**src/rtl/sar_pkg.sv**
```systemverilog
package sar_pkg;
  typedef enum logic [1:0] {
    ST_IDLE,
    ST_SETTLE,
    ST_DECIDE
  } conv_state_e;
endpackage

```
**src/rtl/sar_ctrl.sv**
```systemverilog
module sar_ctrl
  import sar_pkg::*;
#(
  parameter int WIDTH = 16
) (
  input  logic             clk_i,
  input  logic             rst_ni,
  input  logic             reset_i,
  input  logic             start_i,
  input  logic             comp_i,
  output logic             busy_o,
  output logic             armed_o,
  output logic [WIDTH-1:0] trial_o,
  output logic [WIDTH-1:0] result_o,
  output logic             fin_o
);
  localparam int IDX_W = $clog2(WIDTH);
  localparam logic [WIDTH-1:0] ONE = {{(WIDTH-1){1'b0}}, 1'b1};

  conv_state_e      state_q;
  logic [WIDTH-1:0] sar_q;
  logic [IDX_W-1:0] idx_q;
  logic             armed_q;
  logic [WIDTH-1:0] bit_mask;
  logic [WIDTH-1:0] decided;

  assign bit_mask = ONE << idx_q;
  // trial bit dropped when comparator says input is below trial
  assign decided  = comp_i ? sar_q : (sar_q & ~bit_mask);

  always_ff @(posedge clk_i or negedge rst_ni) begin
    if (!rst_ni) begin
      state_q <= ST_IDLE;
      sar_q   <= '0;
      idx_q   <= '0;
      armed_q <= 1'b0;
    end else if (reset_i) begin
      state_q <= ST_IDLE;
      sar_q   <= '0;
      idx_q   <= '0;
      armed_q <= 1'b1;
    end else begin
      unique case (state_q)
        ST_IDLE: begin
          if (start_i && armed_q) begin
            sar_q   <= ONE << (WIDTH - 1);
            idx_q   <= IDX_W'(WIDTH - 1);
            state_q <= ST_SETTLE;
          end
        end
        ST_SETTLE: state_q <= ST_DECIDE;
        ST_DECIDE: begin
          if (idx_q == '0) begin
            sar_q   <= '0;
            state_q <= ST_IDLE;
          end else begin
            sar_q   <= decided | (bit_mask >> 1);
            idx_q   <= idx_q - 1'b1;
            state_q <= ST_SETTLE;
          end
        end
        default: state_q <= ST_IDLE;
      endcase
    end
  end

  assign busy_o   = (state_q != ST_IDLE);
  assign armed_o  = armed_q;
  assign trial_o  = sar_q;
  assign result_o = decided;
  assign fin_o    = (state_q == ST_DECIDE) && (idx_q == '0) && !reset_i;
endmodule

```
**src/rtl/sar_coder.sv**
```systemverilog
module sar_coder #(
  parameter int WIDTH = 16
) (
  input  logic             clk_i,
  input  logic             rst_ni,
  input  logic             reset_i,
  input  logic             load_i,
  input  logic             fmt_twos_i,
  input  logic [WIDTH-1:0] word_i,
  output logic [WIDTH-1:0] data_o,
  output logic             done_o
);
  localparam logic [WIDTH-1:0] MSB_MASK = {1'b1, {(WIDTH-1){1'b0}}};

  logic [WIDTH-1:0] data_q;
  logic             done_q;

  always_ff @(posedge clk_i or negedge rst_ni) begin
    if (!rst_ni) begin
      data_q <= '0;
      done_q <= 1'b0;
    end else if (reset_i) begin
      data_q <= '0;
      done_q <= 1'b0;
    end else begin
      done_q <= load_i;
      if (load_i) data_q <= fmt_twos_i ? (word_i ^ MSB_MASK) : word_i;
    end
  end

  assign data_o = data_q;
  assign done_o = done_q;
endmodule

```
**src/rtl/sar_serial.sv**
```systemverilog
module sar_serial #(
  parameter int WIDTH = 16
) (
  input  logic             clk_i,
  input  logic             rst_ni,
  input  logic             reset_i,
  input  logic             load_i,
  input  logic [WIDTH-1:0] word_i,
  output logic             strobe_o,
  output logic             sdata_o
);
  localparam int STEPS = 2 * WIDTH;
  localparam int CNT_W = $clog2(STEPS);
  localparam logic [CNT_W-1:0] LAST = CNT_W'(STEPS - 1);

  logic [WIDTH-1:0] sreg_q;
  logic [CNT_W-1:0] cnt_q;
  logic             act_q;
  logic             strobe_q;

  always_ff @(posedge clk_i or negedge rst_ni) begin
    if (!rst_ni) begin
      sreg_q   <= '0;
      cnt_q    <= '0;
      act_q    <= 1'b0;
      strobe_q <= 1'b1;
    end else if (reset_i) begin
      sreg_q   <= '0;
      cnt_q    <= '0;
      act_q    <= 1'b0;
      strobe_q <= 1'b1;
    end else if (load_i) begin
      sreg_q   <= word_i;
      cnt_q    <= '0;
      act_q    <= 1'b1;
      strobe_q <= 1'b1;
    end else if (act_q) begin
      if (cnt_q == LAST) begin
        act_q    <= 1'b0;
        strobe_q <= 1'b1;
        sreg_q   <= '0;
      end else begin
        cnt_q    <= cnt_q + 1'b1;
        strobe_q <= ~strobe_q;
        // advance data only on the rising step
        if (!strobe_q) sreg_q <= {sreg_q[WIDTH-2:0], 1'b0};
      end
    end
  end

  assign strobe_o = strobe_q;
  assign sdata_o  = sreg_q[WIDTH-1];
endmodule

```
**src/rtl/sar_seq.sv**
```systemverilog
module sar_seq #(
  parameter int WIDTH = 16
) (
  input  logic             clk_i,
  input  logic             rst_ni,
  input  logic             reset_i,
  input  logic             cs_ni,
  input  logic             wr_ni,
  input  logic             comp_i,
  input  logic             fmt_twos_i,
  output logic             status_o,
  output logic [WIDTH-1:0] trial_o,
  output logic [WIDTH-1:0] data_o,
  output logic             done_o,
  output logic             sstrobe_o,
  output logic             sdata_o
);
  logic             start_req;
  logic             busy;
  logic             armed;
  logic             fin;
  logic [WIDTH-1:0] result;
  logic [WIDTH-1:0] latched;

  assign start_req = !cs_ni && !wr_ni;

  sar_ctrl #(.WIDTH(WIDTH)) u_ctrl (
    .clk_i   (clk_i),
    .rst_ni  (rst_ni),
    .reset_i (reset_i),
    .start_i (start_req),
    .comp_i  (comp_i),
    .busy_o  (busy),
    .armed_o (armed),
    .trial_o (trial_o),
    .result_o(result),
    .fin_o   (fin)
  );

  sar_coder #(.WIDTH(WIDTH)) u_coder (
    .clk_i     (clk_i),
    .rst_ni    (rst_ni),
    .reset_i   (reset_i),
    .load_i    (fin),
    .fmt_twos_i(fmt_twos_i),
    .word_i    (result),
    .data_o    (latched),
    .done_o    (done_o)
  );

  sar_serial #(.WIDTH(WIDTH)) u_serial (
    .clk_i   (clk_i),
    .rst_ni  (rst_ni),
    .reset_i (reset_i),
    .load_i  (fin),
    .word_i  (fmt_twos_i ? {~result[WIDTH-1], result[WIDTH-2:0]} : result),
    .strobe_o(sstrobe_o),
    .sdata_o (sdata_o)
  );

  assign data_o   = latched;
  // unarmed block reports busy so nothing can start before reset_i
  assign status_o = busy || !armed;
endmodule

```
**config.mk**
```make
export PLATFORM = sky130hd
export DESIGN_NAME = sar_seq
export DESIGN_NICKNAME = d
export VERILOG_FILES = /design/src/rtl/sar_pkg.sv /design/src/rtl/sar_ctrl.sv /design/src/rtl/sar_coder.sv /design/src/rtl/sar_serial.sv /design/src/rtl/sar_seq.sv
export SDC_FILE = /design/constraint.sdc
export NUM_CORES = 1
export LEC_CHECK = 0
export CAP_MARGIN = 20
export CELL_PAD_IN_SITES_DETAIL_PLACEMENT = 1
export CELL_PAD_IN_SITES_GLOBAL_PLACEMENT = 2
export CORE_UTILIZATION = 40
export CTS_CLUSTER_DIAMETER = 30
export DETAILED_ROUTE_END_ITERATION = 8
export DONT_BUFFER_PORTS = 1
export PLACE_DENSITY = 0.77
export SETUP_SLACK_MARGIN = 0.2
export SLEW_MARGIN = 20
export SYNTH_ARGS = -nofsm -noshare
export SYNTH_HDL_FRONTEND = slang
export SYNTH_SLANG_ARGS = --single-unit
```
**constraint.sdc**
```tcl
create_clock -name clk_i -period 2.45 [get_ports clk_i]
set_input_delay 0.3675 -clock clk_i [delete_from_list [all_inputs] [get_ports clk_i]]
set_output_delay 0.3675 -clock clk_i [all_outputs]
set_load 0.005 [all_outputs]
```
==> results of run 1 <==
==> final cells by class <==
class | instances | area, um^2 | area share [%]
timing repair buffer | 15 | 160 | 4.43
clock buffer | 13 | 159 | 4.40
inverter | 23 | 86.3 | 2.39
sequential | 63 | 1580 | 43.6
multi-input combinational | 196 | 1460 | 40.4
tap | 102 | 128 | 3.53
clock inverter | 3 | 42.5 | 1.18
==> critical path, cell delays in order, from the launching register on <==
cell and delay [ns]:
sky130_fd_sc_hd__dfrtp_1 0.45, sky130_fd_sc_hd__inv_1 0.14, sky130_fd_sc_hd__ha_2 0.25, sky130_fd_sc_hd__or3b_4 0.46, sky130_fd_sc_hd__nor4_2 0.42, sky130_fd_sc_hd__buf_4 0.19, sky130_fd_sc_hd__a21oi_1 0.04, sky130_fd_sc_hd__a21oi_1 0.14
==> per-stage QoR <==
step | utilization, % | setup WS [ns] | cells | hold WS (ns)
2_1_floorplan | - | 0.412 | 304 | 0.0719
3_3_place_gp | 42.5 | 0.133 | 394 | 0.0739
3_5_place_dp | 42.5 | 0.0487 | 394 | 0.0741
4_1_cts | 45.7 | 0.203 | 412 | 0.0678
5_1_grt | 46.3 | 0.227 | 415 | 0.0654
6_report | 46.3 | 0.298 | 415 | 0.0876
==> repair_timing <==
| action | CTS | global route |
|---|---|---|
| endpoints found under the setup margin | 2 | 19 |
| hold endpoints to repair | 63 | 0 |
| pin swaps | 0 | 1 |
| resized for setup | 2 | 1 |
| hold buffers | 2 | 0 |
| buffers inserted | 0 | 3 |
==> flip-flops by register name (all words and copies together), names as in the netlist <==
register / flops
u_coder.data_o: 16
u_coder.done_o: 1
u_ctrl.armed_o: 1
u_ctrl.idx_q: 4
u_ctrl.state_q: 2
u_ctrl.trial_o: 16
u_serial.act_q: 1
u_serial.cnt_q: 5
u_serial.sreg_q: 16
u_serial.strobe_o: 1
==> placed cells by master, fill, tap and decap left out, drive strengths merged, types with 3 or more instances in the layout <==
| cell type | netlist | layout |
|---|---|---|
| nor3 | 10 | 10 |
| nor2b | 4 | 4 |
| nand2 | 14 | 14 |
| a22o | 4 | 4 |
| inv | 23 | 23 |
| a21oi | 27 | 27 |
| nor3b | 3 | 3 |
| nor2 | 17 | 17 |
| buf | 15 | 14 |
| a32o | 3 | 3 |
| a31oi | 3 | 3 |
| clkbuf | 7 | 13 |
| o21ai | 19 | 19 |
| nand2b | 9 | 9 |
| nor4 | 10 | 10 |
| or3b | 3 | 3 |
| nor4bb | 3 | 3 |
| mux2i | 9 | 9 |
| o2bb2ai | 10 | 10 |
| a21o | 15 | 15 |
| nor4b | 7 | 7 |
| ha | 7 | 7 |
| dfrtp | 62 | 62 |
==> synthesized netlist by cell type, types with 2 or more instances <==
master | instances | area, um^2
sky130_fd_sc_hd__dfrtp_1 | 62 | 1550
sky130_fd_sc_hd__a21oi_1 | 24 | 120
sky130_fd_sc_hd__inv_1 | 23 | 86.3
sky130_fd_sc_hd__a21o_1 | 15 | 113
sky130_fd_sc_hd__nor2_1 | 15 | 56.3
sky130_fd_sc_hd__nand2_1 | 14 | 52.6
sky130_fd_sc_hd__o21ai_0 | 11 | 55.1
sky130_fd_sc_hd__nor3_1 | 10 | 50.1
sky130_fd_sc_hd__o2bb2ai_1 | 10 | 87.6
sky130_fd_sc_hd__mux2i_1 | 9 | 90.1
sky130_fd_sc_hd__nand2b_1 | 8 | 50.1
sky130_fd_sc_hd__o21ai_1 | 8 | 40.0
sky130_fd_sc_hd__clkbuf_1 | 7 | 26.3
sky130_fd_sc_hd__ha_1 | 7 | 87.6
sky130_fd_sc_hd__nor4_2 | 7 | 87.6
sky130_fd_sc_hd__buf_2 | 5 | 25.0
sky130_fd_sc_hd__buf_6 | 5 | 56.3
sky130_fd_sc_hd__a22o_1 | 4 | 35.0
sky130_fd_sc_hd__nor2b_1 | 4 | 25.0
sky130_fd_sc_hd__nor4b_2 | 4 | 60.1
sky130_fd_sc_hd__a31oi_1 | 3 | 18.8
sky130_fd_sc_hd__a32o_1 | 3 | 30.0
sky130_fd_sc_hd__buf_4 | 3 | 22.5
sky130_fd_sc_hd__nor4b_1 | 3 | 26.3
sky130_fd_sc_hd__nor4bb_1 | 3 | 30.0
sky130_fd_sc_hd__a211o_1 | 2 | 17.5
sky130_fd_sc_hd__a21oi_2 | 2 | 17.5
sky130_fd_sc_hd__buf_1 | 2 | 7.51
sky130_fd_sc_hd__nor3b_1 | 2 | 15.0
sky130_fd_sc_hd__nor4_1 | 2 | 12.5
sky130_fd_sc_hd__o21a_1 | 2 | 15.0
sky130_fd_sc_hd__or2_2 | 2 | 12.5
sky130_fd_sc_hd__or3b_1 | 2 | 17.5
sky130_fd_sc_hd__xor2_1 | 2 | 17.5
==> worst min-delay path by stage <==
| stage | cells after the start | from | endpoint |
|---|---|---|---|
| 2_1_floorplan | 0 | rst_ni | u_coder.data_o[0] |
| 3_3_place_gp | 0 | rst_ni | u_serial.cnt_q[2] |
| 3_5_place_dp | 0 | rst_ni | u_serial.cnt_q[3] |
| 4_1_cts | 1 | reset_i | u_ctrl.state_q[1] |
| 5_1_grt | 1 | reset_i | u_serial.act_q |
| 6_report | 1 | reset_i | u_ctrl.state_q[1] |
==> kinds of logic (layout without fill, tap and decap cells) <==
logic type | Yosys count | after routing | share of synthesized area [%]
DFF | 63 | 63 | 48.5
adders and majority gates | 7 | 7 | 2.69
xor gates and xnor gates | 3 | 3 | 0.808
muxes | 9 | 9 | 2.77
AOI/OAI and AO/OA | 91 | 91 | 19.7
and+or+nand+nor | 86 | 86 | 18.6
buffers and inverters | 45 | 54 | 6.89
==> where the power goes <==
| part | internal, mW | switching (mW) | leakage [nW] |
|---|---|---|---|
| clock | 0.525 | 0.405 | 0.0996 |
| combinational | 0.131 | 0.197 | 0.675 |
| sequential | 1.08 | 0.0400 | 0.850 |
| total | 1.73 | 0.642 | 1.62 |
==> metal layers <==
metal  vias to the layer above  wire [um]  track usage, %
li1                       1092          -               -
met1                      1213       3860            28.7
met2                        40       3740            30.9
met3                         7        381            6.97
met4                         0         81            6.51
met5                         -          0               0
==> results.txt, run 1 <==
----------------------------------------------------
[Global routing]
  Total routing usage reported by global routing ... 20.8%
  Vias in the first global route ... 2416
  Largest net degree at the start of global routing ... 64
  Total congestion overflow after global routing ... 0
  Antenna violations before repair ... 0
  Wire length of the first global-routing pass ... 13300 um

[Hold path]
  Worst min-delay path category ... input port to register

[Synthesis]
  Warnings from Yosys ... 0
  Post-synthesis sequential area ratio ... 48.5%
  Number of enable-type register cells in the synthesized netlist ... 0
  Number of storage elements in the synthesis netlist ... 63
  Synth Area per Inst ... 10.7 um^2
  Async SR Flop Fraction ... 100%
  Number of instances in the synthesized netlist ... 304
  Top flip-flop cell by instance count after synthesis ... sky130_fd_sc_hd__dfrtp_1
  Number of distinct library cell variants in the gate-level netlist after synthesis ... 53
  Netlist area before placement ... 3250 um^2
  Synthesized Nets ... 318

[Critical path]
  Category of the critical setup timing path ... register to register
  Register-to-Register Path Depth ... 7
  Endpoint of the most critical register-to-register path ... u_serial.sreg_q[11]
  Data required time at the worst endpoint ... 2.73 ns
  Top fanout value on the critical path ... 7
  Type of origin of the critical path ... register
  Crit path to ... u_serial.sreg_q[11]
  CP Capture Type ... register
  Register-to-register setup slack ... 0.30 ns
  Critical path arrival ... 2.43 ns
  Critical R2R Launch ... u_ctrl.idx_q[1]
  Critical path origin ... u_ctrl.idx_q[1]

[CTS]
  Clock root cell ... sky130_fd_sc_hd__clkbuf_8
  Clock sink count ... 63
  Insertion delay of the later-clocked pin in the worst-skew pair ... 0.35 ns
  TritonCTS clock tree ... done
  Deepest level of the CTS H-tree ... 3
  CTS clock-pin slew for the worst setup and hold paths ... 0.07 ns
  Number of buffers on the longest clock path ... 2
  Num CTS Buffers ... 9

[Timing]
  Highest clock rate ... 0.465 GHz
  Relative slew slack ... 62.8%
  Final Max Tran Viols ... 0
  Final period utilization ... 87.8%
  Hold violation count in the final report ... 0
  RSZ-0062 raised after global routing ... false
  Setup skew after layout ... 0.00888 ns
  Setup TNS Final ... 0 ns
  Final setup violating endpoints ... 0
  Worst Tran Pin Value ... 0.551 ns
  Final critical delay including setup and external delays ... 2.15 ns

[Placement]
  Detailed Place HPWL ... 5520 um
  Post-Place Cell Area ... 3320 um^2
  Buffers added on ports ... 0
  Final Wtd Congestion ... 0.771

[Layout]
  Ant diodes ... 0
  Fin area ... 3610 um^2
  Post-synthesis to final-layout area growth ... 11.2%
  # fillers ... 879
  Nets ... 322
  Fraction of final layout cells sized beyond drive strength 1 ... 18.2%

[Floorplanning]
  Floorplan die area ... 8490 um^2
  Vertical extent of the die ... 92.2 um
  Core outline area ... 7810 um^2
  Starting density of the core ... 41.7%
  Floorplan die width ... 92.2 um
  Row count ... 32
  Top-level I/O count ... 43

[Routing]
  Routed WL per cell ... 19.4 um
  Per-cell via count in the routed design ... 5.67
  Iter 0 DRT Violations ... 109
  Via count ... 2352
  Post-route antenna net violation count ... 0
  DR pass1 iterations ... 4
  Total length of routed wires ... 8060 um
  Number of remaining DRC errors ... 0

[Power and ir drop]
  Design Power ... 2.38 mW
  Maximum vdd ir drop ... 290 uV
  Leak pwr ... 1.62 nW
  Cell Pwr Density ... 657 nW/um^2

[Flow run]
  Maximum Capacitance Violations ... 0

[Run status]
  Status ... finished clean

----------------------------------------------------
Power figures use the tool's default switching activity.
==> run 2: changes to the inputs <==
--- a/config.mk
+++ b/config.mk
@@ -18,3 +18,4 @@
 export SYNTH_ARGS = -nofsm -noshare
 export SYNTH_HDL_FRONTEND = slang
 export SYNTH_SLANG_ARGS = --single-unit
+export TNS_END_PERCENT = 100
==> results of run 2 <==
No change in the layout: final DEF, timing and power equal those of run 1.
